<file path="config.mk">
export PLATFORM = sky130hd
export DESIGN_NAME = dc_notch
export DESIGN_NICKNAME = d
export VERILOG_FILES = /design/src/rtl/dc_notch_pkg.sv /design/src/rtl/dc_notch_width_hold.sv /design/src/rtl/dc_notch_classify.sv /design/src/rtl/dc_notch_out_stage.sv /design/src/rtl/dc_notch.sv
export SDC_FILE = /design/constraint.sdc
export NUM_CORES = 1
export LEC_CHECK = 0
export ABC_AREA = 1
export BUFFER_PORTS_ARGS = -buffer_cell sky130_fd_sc_hd__buf_4
export CAP_MARGIN = 15
export CORE_MARGIN = 1.5
export CORE_UTILIZATION = 40
export DETAILED_ROUTE_END_ITERATION = 12
export GPL_ROUTABILITY_DRIVEN = 0
export PLACE_DENSITY = 0.7
export SYNTH_ARGS = -nofsm -noshare
export SYNTH_HDL_FRONTEND = slang
export SYNTH_SLANG_ARGS = --single-unit
</file>
<file path="constraint.sdc">
create_clock -name clk -period 2.7 [get_ports clk]
set_input_delay 0.54 -clock clk [delete_from_list [all_inputs] [get_ports clk]]
set_output_delay 0.54 -clock clk [all_outputs]
set_load 0.05 [all_outputs]
</file>
<file path="src/rtl/dc_notch_pkg.sv">
package dc_notch_pkg;
  typedef enum logic {
    BIN_PASS  = 1'b0,
    BIN_NOTCH = 1'b1
  } bin_fate_e;
endpackage

</file>
<file path="src/rtl/dc_notch_width_hold.sv">
module dc_notch_width_hold #(
  parameter int BIN_W = 4,
  parameter int WID_W = 3
) (
  input  logic             clk,
  input  logic             rst,
  input  logic             in_valid,
  input  logic [BIN_W-1:0] in_bin,
  input  logic [WID_W-1:0] in_width,
  output logic [WID_W-1:0] eff_width
);
  logic [WID_W-1:0] held_q;
  logic             frame_start;

  assign frame_start = in_valid && (in_bin == '0);
  // the frame-opening bin already uses the freshly presented width
  assign eff_width = frame_start ? in_width : held_q;

  always_ff @(posedge clk) begin
    if (rst) begin
      held_q <= '0;
    end else if (frame_start) begin
      held_q <= in_width;
    end
  end
endmodule

</file>
<file path="src/rtl/dc_notch_classify.sv">
module dc_notch_classify
  import dc_notch_pkg::*;
#(
  parameter int NUM_BINS = 16,
  parameter int BIN_W    = 4,
  parameter int WID_W    = 3
) (
  input  logic [BIN_W-1:0] bin,
  input  logic [WID_W-1:0] width,
  output bin_fate_e        fate
);
  localparam int LIM_W = BIN_W + 1;

  logic [LIM_W-1:0] lim_lo;
  logic [LIM_W-1:0] lim_hi;
  logic [LIM_W-1:0] bin_ext;
  logic             enabled;

  assign enabled = (width != '0);
  assign lim_lo  = LIM_W'(width);
  assign lim_hi  = LIM_W'(NUM_BINS) - LIM_W'(width);
  assign bin_ext = LIM_W'(bin);

  always_comb begin
    fate = BIN_PASS;
    if (enabled && ((bin_ext <= lim_lo) || (bin_ext >= lim_hi))) begin
      fate = BIN_NOTCH;
    end
  end
endmodule

</file>
<file path="src/rtl/dc_notch_out_stage.sv">
module dc_notch_out_stage
  import dc_notch_pkg::*;
#(
  parameter int BIN_W  = 4,
  parameter int DATA_W = 16
) (
  input  logic                     clk,
  input  logic                     rst,
  input  logic                     in_valid,
  input  logic [BIN_W-1:0]         in_bin,
  input  logic signed [DATA_W-1:0] in_i,
  input  logic signed [DATA_W-1:0] in_q,
  input  bin_fate_e                fate,
  output logic                     out_valid,
  output logic [BIN_W-1:0]         out_bin,
  output logic signed [DATA_W-1:0] out_i,
  output logic signed [DATA_W-1:0] out_q,
  output logic                     out_notched
);
  logic kill;
  assign kill = (fate == BIN_NOTCH);

  always_ff @(posedge clk) begin
    if (rst) begin
      out_valid   <= 1'b0;
      out_bin     <= '0;
      out_i       <= '0;
      out_q       <= '0;
      out_notched <= 1'b0;
    end else begin
      out_valid <= in_valid;
      if (in_valid) begin
        out_bin     <= in_bin;
        out_i       <= kill ? '0 : in_i;
        out_q       <= kill ? '0 : in_q;
        out_notched <= kill;
      end
    end
  end
endmodule

</file>
<file path="src/rtl/dc_notch.sv">
module dc_notch
  import dc_notch_pkg::*;
#(
  parameter int NUM_BINS = 16,
  parameter int DATA_W   = 16,
  parameter int WID_W    = 3
) (
  input  logic                     clk,
  input  logic                     rst,
  input  logic                     in_valid,
  input  logic [$clog2(NUM_BINS)-1:0] in_bin,
  input  logic signed [DATA_W-1:0] in_i,
  input  logic signed [DATA_W-1:0] in_q,
  input  logic [WID_W-1:0]         in_width,
  output logic                     out_valid,
  output logic [$clog2(NUM_BINS)-1:0] out_bin,
  output logic signed [DATA_W-1:0] out_i,
  output logic signed [DATA_W-1:0] out_q,
  output logic                     out_notched
);
  localparam int BIN_W = $clog2(NUM_BINS);

  logic [WID_W-1:0] eff_width;
  bin_fate_e        fate;

  dc_notch_width_hold #(.BIN_W(BIN_W), .WID_W(WID_W)) u_hold (
    .clk(clk), .rst(rst), .in_valid(in_valid), .in_bin(in_bin),
    .in_width(in_width), .eff_width(eff_width)
  );

  dc_notch_classify #(.NUM_BINS(NUM_BINS), .BIN_W(BIN_W), .WID_W(WID_W)) u_cls (
    .bin(in_bin), .width(eff_width), .fate(fate)
  );

  dc_notch_out_stage #(.BIN_W(BIN_W), .DATA_W(DATA_W)) u_out (
    .clk(clk), .rst(rst), .in_valid(in_valid), .in_bin(in_bin),
    .in_i(in_i), .in_q(in_q), .fate(fate),
    .out_valid(out_valid), .out_bin(out_bin), .out_i(out_i),
    .out_q(out_q), .out_notched(out_notched)
  );
endmodule

</file>
## After elaboration in Yosys (flattened, before gate mapping)

Index checks and enable logic that the tools add are counted.

| word-level totals | value |
|---|---|
| bits of input ports | 42 |
| register bits | 41 |
| output and inout port bits | 38 |

| cells by class | value |
|---|---|
| $lt $le $gt $ge | 2 |
| $add $sub $neg | 1 |
| reduce and logical (&&, ||, !) cells | 5 |
| multiplexer cells | 4 |

Operators with widths:

| kind | count |
|---|---|
| two-way mux 16 bit | 2 |
| greater-or-equal comparator 4 x 5 -> 1 bit | 1 |
| subtractor 5 x 3 -> 5 bit (first input constant) | 1 |
| <= comparator 4 x 3 -> 1 bit | 1 |
| logical NOT 4 bit | 1 |
| two-way mux 3 bit | 1 |
| nonzero test 3 bit | 1 |
| logical AND 1 bit | 2 |
| logical OR 1 bit | 1 |
| two-way mux 1 bit | 1 |

## Depth between registers and ports, before layout

Gate-level depths: netlist of run 1.

| logic depth | value |
|---|---|
| depth in word-level cells | 9 |
| depth in mapped cells | 18 |
| mapped depth without buffers | 17 |

## Hierarchy

From an unflattened synthesis of run 1, not the netlist that was laid out.

| unflattened totals | value |
|---|---|
| cell total of the unflattened synthesis | 233 |
| area, all modules | 1,888.1 um^2 |

Modules (own cells, without submodules):

| module | area an instance (um^2) | times used | cells each |
|---|---|---|---|
| dc_notch_out_stage | 1,488.9 | 1 | 167 |
| dc_notch_classify | 230.2 | 1 | 39 |
| dc_notch_width_hold | 168.9 | 1 | 27 |

## Worst setup path after synthesis of run 1

Ideal clock, no wire load.

| path | value |
|---|---|
| kind | input -> register |
| from | input port in_valid |
| to | register u_out.out_i[15] |
| path slack | 0.085 ns |
| stages | 18 |
| path buffers | 2 |
| data arrival time | 2.544 ns |
| cells stage by stage | buf_2 nand3_4 nand2_1 o21ai_4 nand3_2 inv_1 or2_2 ha_1 nand2_1 inv_1 nand2_1 nand3b_1 a21oi_1 nand2_1 nand2_4 buf_12 nand2_2 a21oi_2 |

| on the way | value |
|---|---|
| word-level cells in the longest chain between the ends | 8 |
| elaborated cells between the ends (all ways) | 10 |
| classes of those cells | add/sub: 1; order compare: 2; mux: 3; reduce/logical: 4 |

RTL lines:

| item | line | text |
|---|---|---|
| from (decl) | dc_notch.sv:10 | `input logic in_valid,` |
| logical AND 1 bit | dc_notch_width_hold.sv:15 | `assign frame_start = in_valid && (in_bin == '0);` |
| two-way mux 3 bit | dc_notch_width_hold.sv:17 | `assign eff_width = frame_start ? in_width : held_q;` |
| subtractor 5 x 3 -> 5 bit | dc_notch_classify.sv:21 | `assign lim_hi = LIM_W'(NUM_BINS) - LIM_W'(width);` |
| greater-or-equal comparator 4 x 5 -> 1 bit | dc_notch_classify.sv:26 | `if (enabled && ((bin_ext <= lim_lo) \|\| (bin_ext >= lim_hi))) begin` |
| logical OR 1 bit | dc_notch_classify.sv:26 |  |
| logical AND 1 bit | dc_notch_classify.sv:26 |  |
| two-way mux 1 bit | dc_notch_classify.sv:26 |  |
| two-way mux 16 bit | dc_notch_out_stage.sv:34 | `out_i <= kill ? '0 : in_i;` |
| to (signal assigned) | dc_notch_out_stage.sv:34 |  |
| to (decl) | dc_notch_out_stage.sv:16 | `output logic signed [DATA_W-1:0] out_i,` |

Parallel ways exist; a longest one is shown, timed or not.
A chain may end at the register's enable or synchronous reset.

## Final worst setup path of run 1

| path | value |
|---|---|
| from | input port in_bin[2] |
| to | register u_out.out_q[7] |

| on the way | value |
|---|---|
| word-level cells in the longest chain between the ends | 9 |
| elaborated cells between the ends (all ways) | 11 |
| classes of those cells | add/sub: 1; order compare: 2; mux: 3; reduce/logical: 5 |

RTL lines:

| item | line | text |
|---|---|---|
| from (decl) | dc_notch.sv:11 | `input logic [$clog2(NUM_BINS)-1:0] in_bin,` |
| logical NOT 4 bit | dc_notch_width_hold.sv:15 |  |
| logical AND 1 bit | dc_notch_width_hold.sv:15 |  |
| two-way mux 3 bit | dc_notch_width_hold.sv:17 |  |
| subtractor 5 x 3 -> 5 bit | dc_notch_classify.sv:21 |  |
| greater-or-equal comparator 4 x 5 -> 1 bit | dc_notch_classify.sv:26 |  |
| logical OR 1 bit | dc_notch_classify.sv:26 |  |
| logical AND 1 bit * | dc_notch_classify.sv:26 |  |
| two-way mux 1 bit * | dc_notch_classify.sv:26 |  |
| two-way mux 16 bit * | dc_notch_out_stage.sv:35 | `out_q <= kill ? '0 : in_q;` |
| to (signal assigned) | dc_notch_out_stage.sv:35 |  |
| to (decl) | dc_notch_out_stage.sv:17 | `output logic signed [DATA_W-1:0] out_q,` |

Every way passes the cells marked *; elsewhere a longest branch is shown, timed or not.

==> summary.md, run 1 <==
| Metric | Value |
|---|---|
| Status | complete, no violations |
| Initial antenna violation count | 0 |
| Crit-path leading delay family | simple AND/OR/NAND/NOR gates |
| Global-route wire length before repair | 8.259 mm |
| Die area | 5819 sq um |
| Die width | 76.29 microns |
| Worst Path Buf+Inv | 4 |
| PwrDens | 543.4 nW/um^2 |
| Synth warn | 0 |
| Final setup TNS | 0 ns |
| I/O Pins | 80 |
| Hold slack final | 0.4735 ns |
| FF+latch area | 820.8 sq um |
| GR Overflow Total | 0 |
| Die Y | 76.29 microns |
| Syn Inst Count | 283 |
| Tmin final | 2.512 ns |
| Final period util | 0.9304 |
| DR DRC count | 0 |
| Leak pwr | 1.546 nW |
| Area Overhead vs Synth | 37.45% |
| Net Count, Synth | 330 |
| Syn Std Cell Area | 2148 sq um |
| Number of global-route vias before repair | 1836 |
| Most common cell after layout, fill and taps aside | buf_4 |
| Worst Clk Skew | 0.003007 ns |
| Critical Path Start Type | input port |
| CP Class | in -> reg |
| Crit path arrival time | 2.73 ns |
| Worst-margin pin slew | 0.5653 ns |
| GRT Total Usage | 0.1707 |
| NumNets Final | 415 |
| CTS tree | yes |
| Ant diodes | 0 |
| DRT antenna net count | 0 |
| H-tree Lvls | 2 |
| Initial Utilization | 0.4180 |
| CTS Buffer Depth | 2 |
| Register area share after synthesis | 0.3821 |
| CP Cell Sequence | buf_4, nor2_4, nand3_4, nand2_1, o21ai_4, nand3_2, inv_1, or2_2, ha_1, nand2_1, inv_1, nand2_1, nand3b_1, a21oi_1, nand2_1, nand2_4, buf_12, nand2_2, a21oi_2 |
| Maxcap violations | 0 |
| Clk sinks | 41 |
| Synth area leader | dfxtp_1 |
| Fill cells | 505 |
| Slowest cell on crit path | or2_2 |
| Post-Syn Area per Cell | 7.591 sq um |
| Count of final max-slew check failures | 0 |
| Min-delay worst type | reg -> reg |
| Yosys cell types | 26 |
| Clock Tree Root | clkbuf_8 |
| Layout cells sized above 1 | 0.4526 |
| Pin count of the biggest net entering global routing | 44 |
| WL final | 4.759 mm |
| TritonCTS buffer count | 5 |
| Most frequent cells in the layout | 92 x buf_4, 83 x nand2_1, 46 x inv_1 |
| Post-DP HPWL | 3.301 mm |
| Crit-path max cell delay | 0.29 ns |
| Routed vias/inst | 4.424 |
| Worst setup EP type | register |
| RSZ-0062 raised after global routing | false |
| Clk_lat worst skew | 0.28 ns |
| Area contributors post-synth | dfxtp_1 38%, nand2_1 15%, a21oi_2 12% |
| Max-slew headroom | 0.6231 |
| Maximum vdd drop | 0.2523 mV |
| Number of buffers added on ports | 79 |
| DR iter-0 viols | 53 |
| Post-CTS setup buffer count | 0 |
| Most frequent CP cell | nand2_1 |
| Multi-input combinational cell area | 1046 sq um |
| Final setup fails | 0 |
| Fmax | 398.1 MHz |
| WL per Instance | 10.84 microns |
| CP required | 2.92 ns |
| Core area | 5140 sq um |
| Register clock-pin slew on the reported worst setup and hold paths | 0.08 ns |
| Top-area cell type share of the netlist area | 0.3821 |
| Routed via count | 1942 |
| FP Rows | 26 |
| Max Fanout on Critical Path | 21 |
| FF+latch count, synth | 41 |
| Router iterations before antenna repair | 4 |
| Final hold violation count | 0 |
final timing paths:
path	slack (ns)	endpoint	from	cells past startpoint
max	0.19	u_out.out_q[7]$_SDFFE_PP0P_	in_bin[2]	19
min	0.47	u_out.out_i[13]$_SDFFE_PP0P_	u_out.out_i[13]$_SDFFE_PP0P_	2
max reg2reg	0.50	u_out.out_q[7]$_SDFFE_PP0P_	u_hold.held_q[2]$_SDFF_PP0_	17
min reg2reg	0.47	u_out.out_i[13]$_SDFFE_PP0P_	u_out.out_i[13]$_SDFFE_PP0P_	2
worst reg2reg max path: cells and delay by family, from the launching register on:
family | cells | cell delay [ns]
buffers and inverters | 4 | 0.31
flip-flops | 1 | 0.34
adder cells (fa/ha/maj) | 1 | 0.29
AO/OA/AOI/OAI | 3 | 0.31
AND/OR/NAND/NOR | 9 | 0.90
layer usage:
layer  routed length (microns)  track usage  vias up
li1                          -            -     1021
met1                      2200       0.2172      880
met2                      2369       0.2973       39
met3                       159      0.02635        2
met4                        30      0.05000        0
met5                         0            0        -
report_power, final:
part           total [mW]  switching, mW  internal, mW
clock               0.494          0.216         0.278
sequential          0.663         0.0210         0.643
combinational       0.448          0.281         0.167
registers in the layout (all words and copies together), names as in the netlist:
name	flops
u_out.out_i	16
u_out.out_q	16
u_out.out_bin	4
u_hold.held_q	3
u_out.out_notched	1
u_out.out_valid	1
synthesized netlist by cell type, drive strengths merged:
library cell and number:
o21ai 8, nand3b 1, inv 46, nand2 113, ha 5, clkbuf 8
a21oi 38, nand4 1, clkinv 1, buf 7, dfxtp 41, or2 1
xnor2 1, nand3 4, nor2 8
timing repair:
item	CTS	global route
setup endpoints to repair	0	17
gates resized for setup	0	1
hold buffers	0	0
cell type report:
class                   instances  share of cell area
multi-input cells             180              0.3542
flip-flops and latches         41              0.2780
repair buffers                 93              0.2407
inverters                      47             0.05975
well taps                      70             0.02966
clock buffers                   6             0.02458
clock inverters                 2             0.01314
cell families (layout without fill, tap and decap cells):
| logic type | after synthesis | count (layout) | synth area share |
|---|---|---|---|
| xor gates and xnor gates | 1 | 1 | 0.004078 |
| adders and majority gates | 5 | 5 | 0.02912 |
| and+or+nand+nor | 128 | 128 | 0.2871 |
| DFF | 41 | 41 | 0.3821 |
| AOI/OAI and AO/OA | 46 | 46 | 0.1648 |
| buffers and inverters | 62 | 148 | 0.1328 |
metrics by stage:
step | setup WS (ns) | instance area [sq um] | power, mW | utilization | std cells
2_1_floorplan | 0.08458 | 2148 | 0.9856 | - | 283
3_3_place_gp | -0.04742 | 2838 | 1.123 | 0.5521 | 431
3_5_place_dp | -0.1235 | 2838 | 1.128 | 0.5521 | 431
4_1_cts | 0.1733 | 2949 | 1.623 | 0.5738 | 439
5_1_grt | 0.002168 | 2953 | 1.683 | 0.5745 | 439
6_report | 0.1878 | 2953 | 1.605 | 0.5745 | 439
Power figures use the tool's default switching activity.
==> run 2, diff against run 1 <==
--- a/config.mk
+++ b/config.mk
@@ -12,7 +12,8 @@
 export CORE_UTILIZATION = 40
 export DETAILED_ROUTE_END_ITERATION = 12
 export GPL_ROUTABILITY_DRIVEN = 0
-export PLACE_DENSITY = 0.7
+export MAX_ROUTING_LAYER = met4
+export PLACE_DENSITY_LB_ADDON = 0.15
 export SYNTH_ARGS = -nofsm -noshare
 export SYNTH_HDL_FRONTEND = slang
 export SYNTH_SLANG_ARGS = --single-unit
==> summary.md, run 2 (synthesized netlist as in run 1, its figures left out) <==
| Metric | Value |
|---|---|
| Status | complete, no violations |
| RR Startpoint | u_hold.held_q[2]$_SDFF_PP0_ |
| Post-CTS setup buffer count | 0 |
| Crit-path max cell delay | 0.29 ns |
| Crit path arrival time | 2.71 ns |
| Fmax | 400.4 MHz |
| CP startpoint | in_bin[0] |
| CTS tree | yes |
| P_int | 0.9924 mW |
| Die area | 5819 sq um |
| Slowest cell on crit path | ha_1 |
| Worst-margin pin slew | 0.5617 ns |
| I/O Pins | 80 |
| CP required | 2.91 ns |
| Final core occ | 0.5711 |
| Final period util | 0.9250 |
| Critical Path Start Type | input port |
| Area Overhead vs Synth | 36.63% |
| Fill cells | 556 |
| TritonCTS buffer count | 5 |
| Max-slew headroom | 0.6255 |
| FP Rows | 26 |
| Most frequent CP cell | nand2_1 |
| # resized after CTS | 0 |
| Sw frac | 0.3346 |
| Cell area after placement | 2853 sq um |
| Final hold violation count | 0 |
| Core area | 5140 sq um |
| Non-filler instance count after layout | 441 |
| Die Y | 76.29 microns |
| Tot Pwr | 1.491 mW |
| Final setup TNS | 0 ns |
| Register clock-pin slew on the reported worst setup and hold paths | 0.07 ns |
| Worst setup EP type | register |
| NumNets Final | 417 |
| WL per Instance | 10.44 microns |
| Routed via count | 1897 |
| Ant diodes | 0 |
| H-tree Lvls | 2 |
| Worst Clk Skew | 0.005558 ns |
| CTS Buffer Depth | 2 |
| Router iterations before antenna repair | 4 |
| Clock Power Share | 0.253 |
| Most common cell after layout, fill and taps aside | buf_4 |
| GR Overflow Total | 0 |
| Maximum vdd drop | 0.3766 mV |
| Die width | 76.29 microns |
| Post-DP HPWL | 3.296 mm |
| Initial Utilization | 0.4180 |
| Pin count of the biggest net entering global routing | 44 |
| CTS Hold Bufs | 0 |
| Final setup fails | 0 |
| Number of global-route vias before repair | 1728 |
| Number of buffers added on ports | 79 |
| Clock Tree Root | clkbuf_8 |
| CP Cell Sequence | buf_4, nor2_4, nand3_4, nand2_1, o21ai_1, nand3_2, inv_1, or2_2, ha_1, nand2_1, inv_1, nand2_1, nand3b_1, a21oi_1, nand2_1, nand2_4, buf_4, nand2_2, a21oi_2 |
| Power share of the sequential group | 0.444 |
| Post-route cell area | 2935 sq um |
| Min-delay worst type | reg -> reg |
| WL final | 4.606 mm |
| RSZ-0062 raised after global routing | false |
| Comb pwr share | 0.303 |
| Psw | 0.4990 mW |
| DR iter-0 viols | 66 |
| Count of final max-slew check failures | 0 |
| Tmin final | 2.498 ns |
| Clk sinks | 41 |
| PwrDens | 508.1 nW/um^2 |
| Initial antenna violation count | 0 |
| DRT antenna net count | 0 |
| CP Class | in -> reg |
| Clk_lat worst skew | 0.28 ns |
| GRT Total Usage | 0.1682 |
| Layout cells sized above 1 | 0.4528 |
| Crit-path leading delay family | simple AND/OR/NAND/NOR gates |
| Biggest regs | u_out.out_i (16), u_out.out_q (16), u_out.out_bin (4) |
| Routed vias/inst | 4.302 |
| Most frequent cells in the layout | 94 x buf_4, 83 x nand2_1, 46 x inv_1 |
| DP Cell Count | 433 |
| Min-Delay Startpoint | u_out.out_i[13]$_SDFFE_PP0P_ |
| Worst Path Buf+Inv | 4 |
| Leak pwr | 1.544 nW |
| Max Fanout on Critical Path | 7 |
| DR DRC count | 0 |
| Global-route wire length before repair | 7.866 mm |
| Maxcap violations | 0 |
run 2: cell count changes in the layout (fill, tap and decap cells not counted), sizes merged:
cell,previous run,this run
buf,93,95
bufinv,1,0
clkinv,2,3
run 2: layout make-up:
type | count | area (sq um) | share of cell area
Inverter | 47 | 176.4 | 0.06010
Clock buffer | 6 | 72.57 | 0.02472
Sequential cell | 41 | 820.8 | 0.2796
Clock inverter | 2 | 10.01 | 0.003410
Timing Repair Buffer | 95 | 725.7 | 0.2472
Multi-Input combinational cell | 180 | 1042 | 0.3551
Tap cell | 70 | 87.58 | 0.02984
run 2: metrics by stage:
| stage | setup slack (ns) | hold slack, ns |
|---|---|---|
| after floorplan | 0.08458 | 0.5595 |
| after global placement | -0.01344 | 0.4537 |
| after detailed placement | -0.1059 | 0.4587 |
| after CTS | 0.1831 | 0.4701 |
| after global routing | 0.004476 | 0.4989 |
| final | 0.2024 | 0.4671 |
run 2: power groups by stage:
stage	Clock (mW)	Sequential, mW	Combinational (mW)
floorplan	0	0.802	0.183
finish	0.378	0.662	0.452
global placement	0	0.676	0.450
global route	0.427	0.667	0.487
detailed placement	0	0.676	0.456
CTS	0.392	0.662	0.457
run 2: tightest hold or removal path: stages (launching register included):
cell     delay (ns)
dfxtp_1        0.31
nand2_1        0.06
a21oi_1        0.05
run 2: final timing paths:
path	to	slack, ns	cells past startpoint
setup / recovery	u_out.out_i[10]$_SDFFE_PP0P_	0.20	19
hold / removal	u_out.out_i[13]$_SDFFE_PP0P_	0.47	2
setup reg to reg	u_out.out_i[10]$_SDFFE_PP0P_	0.49	17
hold reg to reg	u_out.out_i[13]$_SDFFE_PP0P_	0.47	2
run 2: layer usage:
layer / share of wire / routed length, microns / track usage
met1: 0.47 / 2183 / 0.2115
met2: 0.47 / 2152 / 0.2732
met3: 0.054 / 248 / 0.04072
met4: 0.0046 / 21 / 0.03889
met5: 0 / 0 / -
